### src/rtl/spi_cmd_pkg.sv
// Shared types and constants of the command-driven SPI master.
// Assumes a 100 MHz system clock for the rate table.
package spi_cmd_pkg;

    // Transfer type held in the message register.
    typedef enum logic [1:0] {
        MT_FULL   = 2'd0,
        MT_HREAD  = 2'd1,
        MT_HWRITE = 2'd2,
        MT_RSVD   = 2'd3
    } msg_type_e;

    // Shift engine phases.
    typedef enum logic [1:0] {
        ST_IDLE  = 2'd0,
        ST_SETUP = 2'd1,
        ST_BITS  = 2'd2,
        ST_HOLD  = 2'd3
    } eng_state_e;

    localparam logic [1:0] OP_START = 2'b01;

    // Register indices inside the control region.
    localparam int REG_CFG  = 0;
    localparam int REG_MSG  = 1;
    localparam int REG_CMD  = 2;
    localparam int REG_IST  = 3;
    localparam int REG_IMSK = 4;
    localparam int REG_BUSY = 5;

    // Address regions (top two address bits).
    localparam logic [1:0] RGN_CTRL = 2'b00;
    localparam logic [1:0] RGN_TX   = 2'b01;
    localparam logic [1:0] RGN_RX   = 2'b10;

    // Bit period in system clocks for a rate code.
    function automatic logic [8:0] bit_period(input logic [2:0] sel);
        if (sel == 3'd0) return 9'd5;
        if (sel == 3'd7) return 9'd256;
        return 9'd4 << sel;
    endfunction

endpackage

### src/rtl/spi_cmd_buf.sv
// Byte buffer: one synchronous write port, one combinational read port.
// Assumes the contents need no reset; readers only use written entries.
module spi_cmd_buf #(
    parameter int DEPTH = 64,
    parameter int IDX_W = 6
) (
    input  logic             clk,
    input  logic             we,
    input  logic [IDX_W-1:0] waddr,
    input  logic [7:0]       wdata,
    input  logic [IDX_W-1:0] raddr,
    output logic [7:0]       rdata
);
    logic [7:0] mem [DEPTH];

    // Store a byte on a write strobe.
    always_ff @(posedge clk) begin
        if (we) mem[waddr] <= wdata;
    end

    assign rdata = mem[raddr];
endmodule

### src/rtl/spi_cmd_regs.sv
// Register file: configuration, message and command decode, done status,
// interrupt mask and the read mux over registers and the receive buffer.
// Assumes one access per cycle; start is only issued while the engine idles.
module spi_cmd_regs
    import spi_cmd_pkg::*;
#(
    parameter int IDX_W = 6,
    parameter int CNT_W = 7,
    parameter int ID_W  = 3
) (
    input  logic             clk,
    input  logic             rst_n,
    input  logic             reg_we,
    input  logic [IDX_W+1:0] reg_addr,
    input  logic [15:0]      reg_wdata,
    output logic [15:0]      reg_rdata,
    output logic             irq_o,
    input  logic             busy_i,
    input  logic             done_i,
    input  logic [7:0]       rx_rdata_i,
    output logic [IDX_W-1:0] rx_raddr_o,
    output logic             tx_we_o,
    output logic [IDX_W-1:0] tx_waddr_o,
    output logic [7:0]       tx_wdata_o,
    output logic             start_o,
    output logic [2:0]       rate_o,
    output logic             cpol_o,
    output logic             cpha_o,
    output logic [CNT_W-1:0] count_o,
    output msg_type_e        type_o,
    output logic [3:0]       prep_o,
    output logic [ID_W-1:0]  id_o
);
    logic [1:0]       region;
    logic [IDX_W-1:0] idx;
    logic             wr_ctrl;
    logic [2:0]       rate_q;
    logic             cpol_q, cpha_q;
    logic [CNT_W-1:0] count_q;
    msg_type_e        type_q;
    logic             done_q, mask_q;

    assign region  = reg_addr[IDX_W+1:IDX_W];
    assign idx     = reg_addr[IDX_W-1:0];
    assign wr_ctrl = reg_we && (region == RGN_CTRL);

    // Buffer access paths.
    assign tx_we_o    = reg_we && (region == RGN_TX);
    assign tx_waddr_o = idx;
    assign tx_wdata_o = reg_wdata[7:0];
    assign rx_raddr_o = idx;

    // Start only on a valid opcode, a non-zero count and an idle engine.
    assign start_o = wr_ctrl && (idx == IDX_W'(REG_CMD)) &&
                     (reg_wdata[1:0] == OP_START) && !busy_i && (count_q != '0);
    assign prep_o  = reg_wdata[7:4];
    assign id_o    = reg_wdata[8 +: ID_W];

    assign rate_o  = rate_q;
    assign cpol_o  = cpol_q;
    assign cpha_o  = cpha_q;
    assign count_o = count_q;
    assign type_o  = type_q;
    assign irq_o   = done_q & mask_q;

    // Configuration, message and mask register writes.
    always_ff @(posedge clk) begin
        if (!rst_n) begin
            rate_q  <= '0;
            cpol_q  <= 1'b0;
            cpha_q  <= 1'b0;
            count_q <= '0;
            type_q  <= MT_FULL;
            mask_q  <= 1'b0;
        end else if (wr_ctrl) begin
            if (idx == IDX_W'(REG_CFG)) begin
                rate_q <= reg_wdata[2:0];
                cpol_q <= reg_wdata[3];
                cpha_q <= reg_wdata[4];
            end
            if (idx == IDX_W'(REG_MSG)) begin
                count_q <= reg_wdata[CNT_W-1:0];
                type_q  <= msg_type_e'(reg_wdata[15:14]);
            end
            if (idx == IDX_W'(REG_IMSK)) mask_q <= reg_wdata[0];
        end
    end

    // Done flag: set by the engine, cleared by writing a one; set wins.
    always_ff @(posedge clk) begin
        if (!rst_n)
            done_q <= 1'b0;
        else if (done_i)
            done_q <= 1'b1;
        else if (wr_ctrl && (idx == IDX_W'(REG_IST)) && reg_wdata[0])
            done_q <= 1'b0;
    end

    // Read mux over the register region and the receive buffer.
    always_comb begin
        reg_rdata = '0;
        if (region == RGN_RX) begin
            reg_rdata[7:0] = rx_rdata_i;
        end else if (region == RGN_CTRL) begin
            case (idx)
                IDX_W'(REG_CFG):  reg_rdata[4:0] = {cpha_q, cpol_q, rate_q};
                IDX_W'(REG_MSG):  begin
                    reg_rdata[CNT_W-1:0] = count_q;
                    reg_rdata[15:14]     = type_q;
                end
                IDX_W'(REG_IST):  reg_rdata[0] = done_q;
                IDX_W'(REG_IMSK): reg_rdata[0] = mask_q;
                IDX_W'(REG_BUSY): reg_rdata[0] = busy_i;
                default:          reg_rdata = '0;
            endcase
        end
    end


    done_sets_flag_chk: assert property (@(posedge clk) disable iff (!rst_n)
        done_i |=> done_q);
endmodule

### src/rtl/spi_cmd_engine.sv
// Shift engine: frames one message with chip select, shifts bytes MSB first,
// handles the prepend split and pulses done after chip select is released.
// Assumes start only arrives while idle and count is at least one.
module spi_cmd_engine
    import spi_cmd_pkg::*;
#(
    parameter int IDX_W  = 6,
    parameter int CNT_W  = 7,
    parameter int ID_W   = 3,
    parameter int NUM_CS = 8
) (
    input  logic              clk,
    input  logic              rst_n,
    input  logic              start_i,
    input  logic [2:0]        rate_i,
    input  logic              cpol_i,
    input  logic              cpha_i,
    input  logic [CNT_W-1:0]  count_i,
    input  msg_type_e         type_i,
    input  logic [3:0]        prep_i,
    input  logic [ID_W-1:0]   id_i,
    output logic [IDX_W-1:0]  tx_idx_o,
    input  logic [7:0]        tx_byte_i,
    output logic              rx_we_o,
    output logic [IDX_W-1:0]  rx_idx_o,
    output logic [7:0]        rx_byte_o,
    output logic              busy_o,
    output logic              done_o,
    output logic              sclk_o,
    output logic              mosi_o,
    input  logic              miso_i,
    output logic [NUM_CS-1:0] cs_n_o
);
    eng_state_e       state;
    logic [8:0]       per_q, half;
    logic [8:0]       cnt;
    logic [2:0]       bitn;
    logic [CNT_W-1:0] byte_idx, next_idx, rx_pos;
    logic [CNT_W-1:0] count_q;
    logic [3:0]       prep_q;
    msg_type_e        type_q;
    logic             cpol_q, cpha_q;
    logic [7:0]       shreg, rxsh;
    logic [NUM_CS-1:0] sel_dec;
    logic             bit_end, last_bit;

    // Byte carries transmit data in this message.
    function automatic logic is_tx(input logic [CNT_W-1:0] i, input logic [3:0] p,
                                   input msg_type_e t);
        if (p != 4'd0) return i < CNT_W'(p);
        return t != MT_HREAD;
    endfunction

    // Byte is stored in the receive buffer in this message.
    function automatic logic is_rx(input logic [CNT_W-1:0] i, input logic [3:0] p,
                                   input msg_type_e t);
        if (p != 4'd0) return i >= CNT_W'(p);
        return t != MT_HWRITE;
    endfunction

    // One-hot decode of the device number onto the select lines.
    for (genvar k = 0; k < NUM_CS; k++) begin : g_dec
        assign sel_dec[k] = (id_i == ID_W'(k));
    end

    assign half     = per_q >> 1;
    assign bit_end  = (state == ST_BITS) && (cnt == per_q - 9'd1);
    assign last_bit = bit_end && (bitn == 3'd7);
    assign next_idx = byte_idx + 1'b1;
    assign rx_pos   = byte_idx - CNT_W'(prep_q);

    assign tx_idx_o  = (state == ST_BITS) ? next_idx[IDX_W-1:0] : '0;
    assign rx_we_o   = last_bit && is_rx(byte_idx, prep_q, type_q);
    assign rx_idx_o  = rx_pos[IDX_W-1:0];
    assign rx_byte_o = rxsh;
    assign busy_o    = (state != ST_IDLE);
    assign mosi_o    = shreg[7];

    // Message sequencing: setup, eight bits per byte, hold, release.
    always_ff @(posedge clk) begin
        if (!rst_n) begin
            state    <= ST_IDLE;
            cnt      <= '0;
            bitn     <= '0;
            byte_idx <= '0;
            per_q    <= 9'd5;
            count_q  <= '0;
            prep_q   <= '0;
            type_q   <= MT_FULL;
            cpol_q   <= 1'b0;
            cpha_q   <= 1'b0;
            shreg    <= '0;
            rxsh     <= '0;
            cs_n_o   <= '1;
            done_o   <= 1'b0;
        end else begin
            done_o <= 1'b0;
            case (state)
                ST_IDLE: if (start_i) begin
                    state   <= ST_SETUP;
                    cnt     <= '0;
                    per_q   <= bit_period(rate_i);
                    count_q <= count_i;
                    prep_q  <= prep_i;
                    type_q  <= type_i;
                    cpol_q  <= cpol_i;
                    cpha_q  <= cpha_i;
                    cs_n_o  <= ~sel_dec;
                end
                ST_SETUP: if (cnt == half - 9'd1) begin
                    state    <= ST_BITS;
                    cnt      <= '0;
                    bitn     <= '0;
                    byte_idx <= '0;
                    shreg    <= is_tx('0, prep_q, type_q) ? tx_byte_i : 8'h00;
                end else begin
                    cnt <= cnt + 9'd1;
                end
                ST_BITS: begin
                    if (cnt == half) rxsh <= {rxsh[6:0], miso_i};
                    if (bit_end) begin
                        cnt <= '0;
                        if (bitn == 3'd7) begin
                            bitn <= '0;
                            if (byte_idx == count_q - 1'b1) begin
                                state <= ST_HOLD;
                                shreg <= 8'h00;
                            end else begin
                                byte_idx <= next_idx;
                                shreg    <= is_tx(next_idx, prep_q, type_q) ? tx_byte_i : 8'h00;
                            end
                        end else begin
                            bitn  <= bitn + 3'd1;
                            shreg <= {shreg[6:0], 1'b0};
                        end
                    end else begin
                        cnt <= cnt + 9'd1;
                    end
                end
                ST_HOLD: if (cnt == half - 9'd1) begin
                    state  <= ST_IDLE;
                    cnt    <= '0;
                    cs_n_o <= '1;
                    done_o <= 1'b1;
                end else begin
                    cnt <= cnt + 9'd1;
                end
                default: state <= ST_IDLE;
            endcase
        end
    end

    // Serial clock: idle level outside bits, active half chosen by phase.
    always_ff @(posedge clk) begin
        if (!rst_n)
            sclk_o <= 1'b0;
        else if (state == ST_BITS)
            sclk_o <= cpol_q ^ (cpha_q ? (cnt < half) : (cnt >= half));
        else
            sclk_o <= cpol_i;
    end


    cs_onehot_chk: assert property (@(posedge clk) disable iff (!rst_n)
        $onehot0(~cs_n_o));

    cs_idle_chk: assert property (@(posedge clk) disable iff (!rst_n)
        (state == ST_IDLE) |-> (&cs_n_o));

    start_idle_chk: assert property (@(posedge clk) disable iff (!rst_n)
        start_i |-> (state == ST_IDLE));

    rx_in_msg_chk: assert property (@(posedge clk) disable iff (!rst_n)
        rx_we_o |-> !(&cs_n_o));

    sclk_idle_chk: assert property (@(posedge clk) disable iff (!rst_n)
        ((state == ST_IDLE) && $past(state == ST_IDLE)) |-> (sclk_o == $past(cpol_i)));
endmodule

### src/rtl/spi_cmd_master.sv
// Top of the command-driven SPI master: register file, transmit and
// receive byte buffers and the shift engine.
// Assumes a 100 MHz clock and byte counts within the documented limits.
module spi_cmd_master
    import spi_cmd_pkg::*;
#(
    parameter int DEPTH  = 64,
    parameter int NUM_CS = 8
) (
    input  logic                       clk,
    input  logic                       rst_n,
    input  logic                       reg_we,
    input  logic [$clog2(DEPTH)+1:0]   reg_addr,
    input  logic [15:0]                reg_wdata,
    output logic [15:0]                reg_rdata,
    output logic                       irq,
    output logic                       sclk,
    output logic                       mosi,
    input  logic                       miso,
    output logic [NUM_CS-1:0]          cs_n
);
    localparam int IDX_W = $clog2(DEPTH);
    localparam int CNT_W = $clog2(DEPTH + 16);
    localparam int ID_W  = (NUM_CS > 1) ? $clog2(NUM_CS) : 1;

    logic             busy, done, start;
    logic [2:0]       rate;
    logic             cpol, cpha;
    logic [CNT_W-1:0] count;
    msg_type_e        mtype;
    logic [3:0]       prep;
    logic [ID_W-1:0]  dev_id;
    logic             tx_we, rx_we;
    logic [IDX_W-1:0] tx_waddr, tx_raddr, rx_waddr, rx_raddr;
    logic [7:0]       tx_wdata, tx_rdata, rx_wdata, rx_rdata;

    spi_cmd_regs #(.IDX_W(IDX_W), .CNT_W(CNT_W), .ID_W(ID_W)) u_regs (
        .clk(clk), .rst_n(rst_n), .reg_we(reg_we), .reg_addr(reg_addr),
        .reg_wdata(reg_wdata), .reg_rdata(reg_rdata), .irq_o(irq),
        .busy_i(busy), .done_i(done), .rx_rdata_i(rx_rdata), .rx_raddr_o(rx_raddr),
        .tx_we_o(tx_we), .tx_waddr_o(tx_waddr), .tx_wdata_o(tx_wdata),
        .start_o(start), .rate_o(rate), .cpol_o(cpol), .cpha_o(cpha),
        .count_o(count), .type_o(mtype), .prep_o(prep), .id_o(dev_id)
    );

    spi_cmd_buf #(.DEPTH(DEPTH), .IDX_W(IDX_W)) u_txbuf (
        .clk(clk), .we(tx_we), .waddr(tx_waddr), .wdata(tx_wdata),
        .raddr(tx_raddr), .rdata(tx_rdata)
    );

    spi_cmd_buf #(.DEPTH(DEPTH), .IDX_W(IDX_W)) u_rxbuf (
        .clk(clk), .we(rx_we), .waddr(rx_waddr), .wdata(rx_wdata),
        .raddr(rx_raddr), .rdata(rx_rdata)
    );

    spi_cmd_engine #(.IDX_W(IDX_W), .CNT_W(CNT_W), .ID_W(ID_W), .NUM_CS(NUM_CS)) u_eng (
        .clk(clk), .rst_n(rst_n), .start_i(start), .rate_i(rate), .cpol_i(cpol),
        .cpha_i(cpha), .count_i(count), .type_i(mtype), .prep_i(prep), .id_i(dev_id),
        .tx_idx_o(tx_raddr), .tx_byte_i(tx_rdata), .rx_we_o(rx_we), .rx_idx_o(rx_waddr),
        .rx_byte_o(rx_wdata), .busy_o(busy), .done_o(done), .sclk_o(sclk),
        .mosi_o(mosi), .miso_i(miso), .cs_n_o(cs_n)
    );
endmodule

### config.mk
export PLATFORM = sky130hd
export DESIGN_NAME = spi_cmd_master
export DESIGN_NICKNAME = d
export VERILOG_FILES = /design/src/rtl/spi_cmd_pkg.sv /design/src/rtl/spi_cmd_buf.sv /design/src/rtl/spi_cmd_regs.sv /design/src/rtl/spi_cmd_engine.sv /design/src/rtl/spi_cmd_master.sv
export SDC_FILE = /design/constraint.sdc
export NUM_CORES = 2
export LEC_CHECK = 0
export ABC_CLOCK_PERIOD_IN_PS = 3550
export BUFFER_PORTS_ARGS = -buffer_cell sky130_fd_sc_hd__buf_2
export CAP_MARGIN = 20
export CORE_MARGIN = 10
export CORE_UTILIZATION = 57
export DETAILED_ROUTE_END_ITERATION = 10
export HOLD_SLACK_MARGIN = 0.1
export PLACE_DENSITY = 0.75
export SLEW_MARGIN = 25
export SYNTH_ARGS = -nofsm -noshare
export SYNTH_HDL_FRONTEND = slang
export SYNTH_SLANG_ARGS = --single-unit
### constraint.sdc
create_clock -name clk -period 3.55 [get_ports clk]
set_input_delay 0.5325 -clock clk [delete_from_list [all_inputs] [get_ports clk]]
set_output_delay 0.5325 -clock clk [all_outputs]
set_load 0.02 [all_outputs]
---- Yosys cells after proc, flatten, opt, wreduce, memory -nomap -nowiden ----
Memories as Yosys holds them, arrays and structs flattened.
Index checks and enable logic that the tools add are counted.
W data, S select, Z words.
storage, ports and cells
  register bits ........................... 87
  latch bits .............................. 0
  memory bits (writable) .................. 1024
  bits in read-only memories .............. 0
  input bits .............................. 28
  output and inout port bits .............. 27
  logic and storage cells ................. 190
  memories ................................ 2
memories
  memory       words  width  rd ports  clocked after memory_dff  write ports  RTL line           RTL
  u_rxbuf.mem  64     8      1         0                         1            spi_cmd_buf.sv:14  logic [7:0] mem [DEPTH];
  u_txbuf.mem  64     8      1         0                         1            spi_cmd_buf.sv:14
cells by class
  add/subtract/negate cells ............... 7
  multiply operators ...................... 0
  div/mod/pow operators ................... 0
  $lt $le $gt $ge ......................... 5
  equality and inequality tests ........... 33
  shift operators ......................... 1
  multiplexer cells ....................... 83
  bitwise operators ....................... 3
  reductions and logical operators ........ 34
operators by type and width
  kind                   count
  $mux W8                10
  $mux W9                7
  $mux W1                41
  $pmux W8 S2            2
  $mux W7                4
  $pmux W9 S3            1
  $eq A3 B3 Y1 const B   6
  $eq A9 B9 Y1           2
  $mux W16               1
  $mux W2                8
  $pmux W7 S2            1
  $eq A6 B2 Y1 const B   2
  $eq A6 B3 Y1 const B   2
  $ne A2 B1 Y1 const B   6
  $reduce_and A2 Y1      6
  $logic_and A1 B1 Y1    11
  $add A9 B1 Y9 const B  1
  $eq A9 B8 Y1           1
  $ge A9 B8 Y1           1
  $lt A9 B8 Y1           1
  $mux W3                3
  $shl A3 B3 Y9 const A  1
  $sub A8 B1 Y9 const B  1
  $sub A9 B1 Y9 const B  1
  other kinds (33)       46

---- Logic depth before layout (Yosys ltp) ----
  word-level depth ........................ 18
  gate-level depth with buffers ........... 14
  mapped depth without buffers ............ 11

---- Modules after synthesis ----
Synthesis repeated with hierarchy kept, for this count alone.
second synthesis, totals
  cells, all modules ...................... 2586
  area total of the unflattened synthesis .. 45737.6 µm²
by module, submodules not included
  module                  instances  cells an instance  area an instance (µm²)  seq. area each (µm²)
  spi_cmd_buf at u_rxbuf  1          964                20030.5                 15374.7
  spi_cmd_buf at u_txbuf  1          932                20006.7                 15374.7
  spi_cmd_engine          1          548                4518.1                  1401.3
  spi_cmd_regs            1          142                1182.4                  320.3

---- Worst setup path after synthesis ----
No wires, ideal clock.
  path kind ............................... input-to-output
  from .................................... in reg_addr[0]
  to ...................................... out reg_rdata[5]
  data arrival time ....................... 3019 ps
  required time ........................... 3017 ps
  slack ................................... -1 ps
  stages on the path ...................... 9
  path buffers ............................ 3
  cell sequence ........................... clkbuf_1 -> buf_1 -> buf_2 -> mux4_2 -> mux4_2 -> mux2i_1 -> nor2_1 -> a21oi_1 -> o21ai_0
between the ends
  cells in the longest elaborated chain, start to end .. 4
  elaborated cells on any way between the ends .. 5
  classes of those cells .................. eq/ne (1); mux (3); memory (1)
RTL lines
  element                                                                 RTL line              RTL
  start: declaration                                                      spi_cmd_master.sv:13  input logic [$clog2(DEPTH)+1:0] reg_addr,
  parallel branches: the longest is 3 deep, another holds $mem_v2 Z64 W8  n/a
  $mux W8 *                                                               spi_cmd_regs.sv:102   if (region == RGN_RX) begin
  end: declaration                                                        spi_cmd_master.sv:15  output logic [15:0] reg_rdata,
Mark *: on every way between the ends.

---- Final worst setup path ----
  from .................................... mem u_rxbuf.mem[34][3]
  to ...................................... out reg_rdata[3]
between the ends
  cells in the longest elaborated chain, start to end .. 2
RTL lines
  element             RTL line
  start: declaration  spi_cmd_buf.sv:14
  $mem_v2 Z64 W8      n/a
  $mux W8             spi_cmd_regs.sv:102
Every way passes these cells.

==> Implementation_results.wiki <==
{| class="wikitable"
! Metric !! Value
|-
| Run status || finished with violations
|-
| Failing checks || negative setup slack
|-
| Detailed Route WL || 110000 um
|-
| Post-synth cell types || 81
|-
| Final slew viol count || 0
|-
| Transition time of the tightest slew-check pin || 0.9783 ns
|-
| Global route total overflow || 0
|-
| Worst hold path type || in2reg
|-
| Maximum fanout along the worst path || 1
|-
| Antenna violations before repair || 0
|-
| Number of standard cells in the final layout excluding fillers || 4191
|-
| Core outline area || 79260 um^2
|-
| Die boundary width || 303.0 um
|-
| Largest cells by area after synthesis || sky130_fd_sc_hd__edfxtp_1 67%, sky130_fd_sc_hd__mux4_2 8.9%, sky130_fd_sc_hd__dfxtp_1 3.8%
|-
| Power density normalized to cell area || 513.7 nW/um^2
|-
| Final setup violation count || 1
|-
| Ys Warns || 0
|-
| Number of sinks handled by clock tree synthesis || 1110
|-
| Total power after layout || 26.95 mW
|-
| Worst skew pair latency || 0.71 ns
|-
| Via density || 6.382
|-
| Setup repair after global routing missed its margin || yes
|-
| Inst Count DP || 3978
|-
| Detailed router's first-iteration violation count || 3081
|-
| Per-cell routed wire length || 26.24 um
|-
| Via count of the first global-routing pass || 26.87k
|-
| Critical Path, Cell by Cell || mux4_2, mux4_2, mux4_2, o21ai_1, buf_4, o21ai_2, buf_6
|-
| Worst-case clock buffer depth || 3
|-
| Slowest cell delay on critical path || 0.56 ns
|-
| Worst flop-to-flop path startpoint || u_eng.per_q[3]
|-
| Total track usage || 0.2382
|-
| Reg-to-Reg End || u_rxbuf.mem[14][5]
|-
| Depth of the most critical reg-to-reg path || 14
|-
| Most common cell after layout, fill and taps aside || sky130_fd_sc_hd__edfxtp_1
|-
| Normalized max-slew margin || 0.3478
|-
| Part of the Yosys area used for sequential elements || 0.7111
|-
| DPL Wire Length || 67270 um
|-
| Initial standard-cell utilization of the core || 0.5762
|-
| Family with the most delay on the worst path || multiplexers
|-
| Fraction of layout cells with a size suffix above 1 || 0.2207
|-
| Total Die Area || 91840 um^2
|-
| Area of the mapped netlist || 45670 um^2
|-
| Element type at the critical path start || flop
|-
| Final setup margin || -0.1960 ns
|-
| Cell repeated most along the worst path || sky130_fd_sc_hd__mux4_2
|-
| Critical Path Start || u_rxbuf.mem[34][3]
|-
| Worst clock skew || 0.08183 ns
|-
| Fraction of registers with async set or reset after synthesis || 0
|-
| Data arrival time of the critical path || 3.21 ns
|-
| Commonest cells after routing, fill and taps aside || 1024 x sky130_fd_sc_hd__edfxtp_1, 279 x sky130_fd_sc_hd__nand2_1, 218 x sky130_fd_sc_hd__buf_4, 183 x sky130_fd_sc_hd__nor2_1, 181 x sky130_fd_sc_hd__mux4_2
|-
| Mapped Cells || 2821
|-
| Root buffer selected by CTS || sky130_fd_sc_hd__clkbuf_16
|-
| Clock transition at the register clock pins on the worst setup and hold paths after CTS || 0.06 ns
|-
| CTS H-tree depth || 3
|-
| Global-route wire length before repair || 165700 um
|-
| Critical path depth in cells || 7
|-
| Number of enable flip-flop cells after synthesis || 1024
|-
| Global placement routability congestion || 0.8604
|-
| Number of nets still failing antenna checks after routing || 0
|-
| First drt pass iteration count || 5
|-
| Setup Slack @ Placement || -0.2124 ns
|-
| Leakage || 17.36 nW
|-
| TritonCTS clock tree || done
|-
| Yosys top cell by area || sky130_fd_sc_hd__edfxtp_1
|-
| Fmax achieved || 267.0 MHz
|-
| Count of buffers inserted at the top-level ports || 45
|-
| Total clock buffers created by CTS || 107
|-
| Synth-to-layout area growth || 14.89%
|-
| End of the critical path || reg_rdata[3]
|-
| Number of nets in the layout || 3108
|-
| Hold violation count in the final report || 0
|-
| Max VDD drop || 0.0006115 V
|-
| Dominant register cell in the synthesized netlist || sky130_fd_sc_hd__edfxtp_1
|-
| Count of maximum capacitance violations || 0
|-
| Area fraction of the dominant cell type after synthesis || 0.6734
|-
| Critical Setup Path Class || reg2out
|-
| Die H || 303.0 um
|-
| Kind of end point of the critical path || output port
|-
| Critical Path RT || 3.02 ns
|-
| Row Count || 103
|-
| Number of DRC violations after detailed routing || 0
|-
| Filler Cell Count || 5113
|-
| Critical-path cell with the highest stage delay || sky130_fd_sc_hd__mux4_2
|-
| Flip-flop and latch count after synthesis || 1110
|-
| Maximum number of pins on one net before global-route repair || 81
|-
| Routed via count || 26.75k
|-
| Average size of a mapped cell || 16.19 um^2
|-
| I/O Pins || 55
|-
| Share of the cycle needed by the critical path after routing || 1.055
|-
| Final min period || 3.746 ns
|-
| Setup slack of the most critical reg-to-reg path || 0.04 ns
|-
| Combined buffer and inverter count along the critical path || 2
|}
==> cells in the mapped netlist (5+ instances only) <==
cell	instances
sky130_fd_sc_hd__and3_1	13
sky130_fd_sc_hd__nand2_1	281
sky130_fd_sc_hd__nor2_1	191
sky130_fd_sc_hd__and2_1	59
sky130_fd_sc_hd__clkbuf_1	99
sky130_fd_sc_hd__dfxtp_1	86
sky130_fd_sc_hd__nand2b_1	8
sky130_fd_sc_hd__ha_1	28
sky130_fd_sc_hd__nand3b_1	9
sky130_fd_sc_hd__a21oi_1	86
sky130_fd_sc_hd__a31oi_1	28
sky130_fd_sc_hd__a32o_1	7
sky130_fd_sc_hd__nand4_1	10
sky130_fd_sc_hd__o31ai_1	8
sky130_fd_sc_hd__nor4_1	6
sky130_fd_sc_hd__o21ai_0	34
sky130_fd_sc_hd__a311oi_1	63
sky130_fd_sc_hd__a211oi_1	89
sky130_fd_sc_hd__buf_1	33
sky130_fd_sc_hd__o21a_1	8
sky130_fd_sc_hd__mux4_2	181
sky130_fd_sc_hd__mux2i_1	123
sky130_fd_sc_hd__edfxtp_1	1024
sky130_fd_sc_hd__inv_1	36
sky130_fd_sc_hd__nor4b_1	5
sky130_fd_sc_hd__buf_4	7
sky130_fd_sc_hd__nor3_1	36
sky130_fd_sc_hd__nand3_1	30
sky130_fd_sc_hd__o22a_1	5
sky130_fd_sc_hd__buf_2	37
sky130_fd_sc_hd__or3_1	11
sky130_fd_sc_hd__xnor2_1	18
sky130_fd_sc_hd__nor2b_1	39
sky130_fd_sc_hd__a221oi_1	16
sky130_fd_sc_hd__xor2_1	14
==> sequential cells by signal, indices dropped and copies added, names as in the netlist, 3 cells and up <==
name and count:
u_eng.byte_idx 7, u_rxbuf.mem 512, u_eng.shreg 8, u_eng.cs_n_o 8, u_regs.rate_o 3, u_eng.per_q 8
u_eng.rx_byte_o 8, u_eng.bitn 3, u_eng.count_q 7, u_eng.cnt 9, u_txbuf.mem 512, u_eng.prep_q 4
u_regs.count_o 7
==> worst reg2reg max path, delay by kind of cell, from the launching register on <==
family	cells	cell delay, ns
AO/OA/AOI/OAI	3	0.90
adder cells (fa/ha/maj)	1	0.20
buffers and inverters	6	0.93
flip-flops	1	0.31
AND/OR/NAND/NOR	4	0.79
==> kinds of logic after synthesis <==
family | Yosys count | share of synthesized area
mux | 307 | 0.1170
flops | 1110 | 0.7111
compound gates | 399 | 0.06288
xor+xnor | 34 | 0.007151
buf+inv | 213 | 0.01926
fa+ha+maj | 29 | 0.008110
simple gates | 728 | 0.07447
other cells | 1 | 0.00008212
==> power by group <==
group	total, mW	leakage [nW]	internal [mW]	switching, mW
combinational	1.24	5.55	0.471	0.764
sequential	14.2	10.1	14.2	0.0249
clock	11.5	1.73	6.59	4.90
==> stage by stage <==
step                utilization  hold slack [ns]  cell area, um^2  TNS (ns)
CTS                      0.6598           0.2053            52290   -0.1906
global route             0.6619           0.1930            52460    -3.576
finish                   0.6620           0.2249            52470   -0.1960
global placement         0.6117           0.4419            48490   -0.9673
floorplan                     -           0.4108            45690         0
detailed placement       0.6117           0.4642            48490    -1.139
==> worst min-delay path by stage <==
stage / end / startpoint / cells past startpoint / slack [ns]
4_1_cts: u_eng.cs_n_o[2] / reg_wdata[10] / 5 / 0.21
6_report: u_txbuf.mem[6][1] / reg_wdata[1] / 1 / 0.22
2_1_floorplan: u_regs.done_q / u_eng.done_o / 2 / 0.41
3_3_place_gp: u_eng.bitn[2] / u_eng.bitn[2] / 2 / 0.44
3_5_place_dp: u_eng.cpol_q / u_eng.cpol_q / 2 / 0.46
5_1_grt: u_txbuf.mem[7][1] / reg_wdata[1] / 1 / 0.19
==> layout make-up <==
cell class,instances,area (um^2),share of cell area
multi-input cells,1503,12500,0.2382
flip-flops and latches,1110,32490,0.6193
clock inverters,63,779.5,0.01486
diodes,1,2.502,0.00004770
clock buffers,135,2803,0.05342
inverters,36,135.1,0.002576
repair buffers,293,2441,0.04653
well taps,1050,1314,0.02504
==> metal layers <==
layer	part of all wire	global-route usage	vias up
met3	0.084	0.03578	239
met5	0	0	-
met1	0.37	0.3121	13526
li1	-	-	11551
met2	0.51	0.4045	1430
met4	0.034	0.08388	0
==> repair_timing <==
action / 4_1_cts / 5_1_grt
gates resized for setup: 27 / 31
setup endpoints to repair: 254 / 352
hold buffers: 3 / 0
cloned: 2 / 1
pin swaps: 3 / 1
hold endpoints to repair: 3 / 0
buffers inserted: 4 / 4
Power figures use the tool's default switching activity.
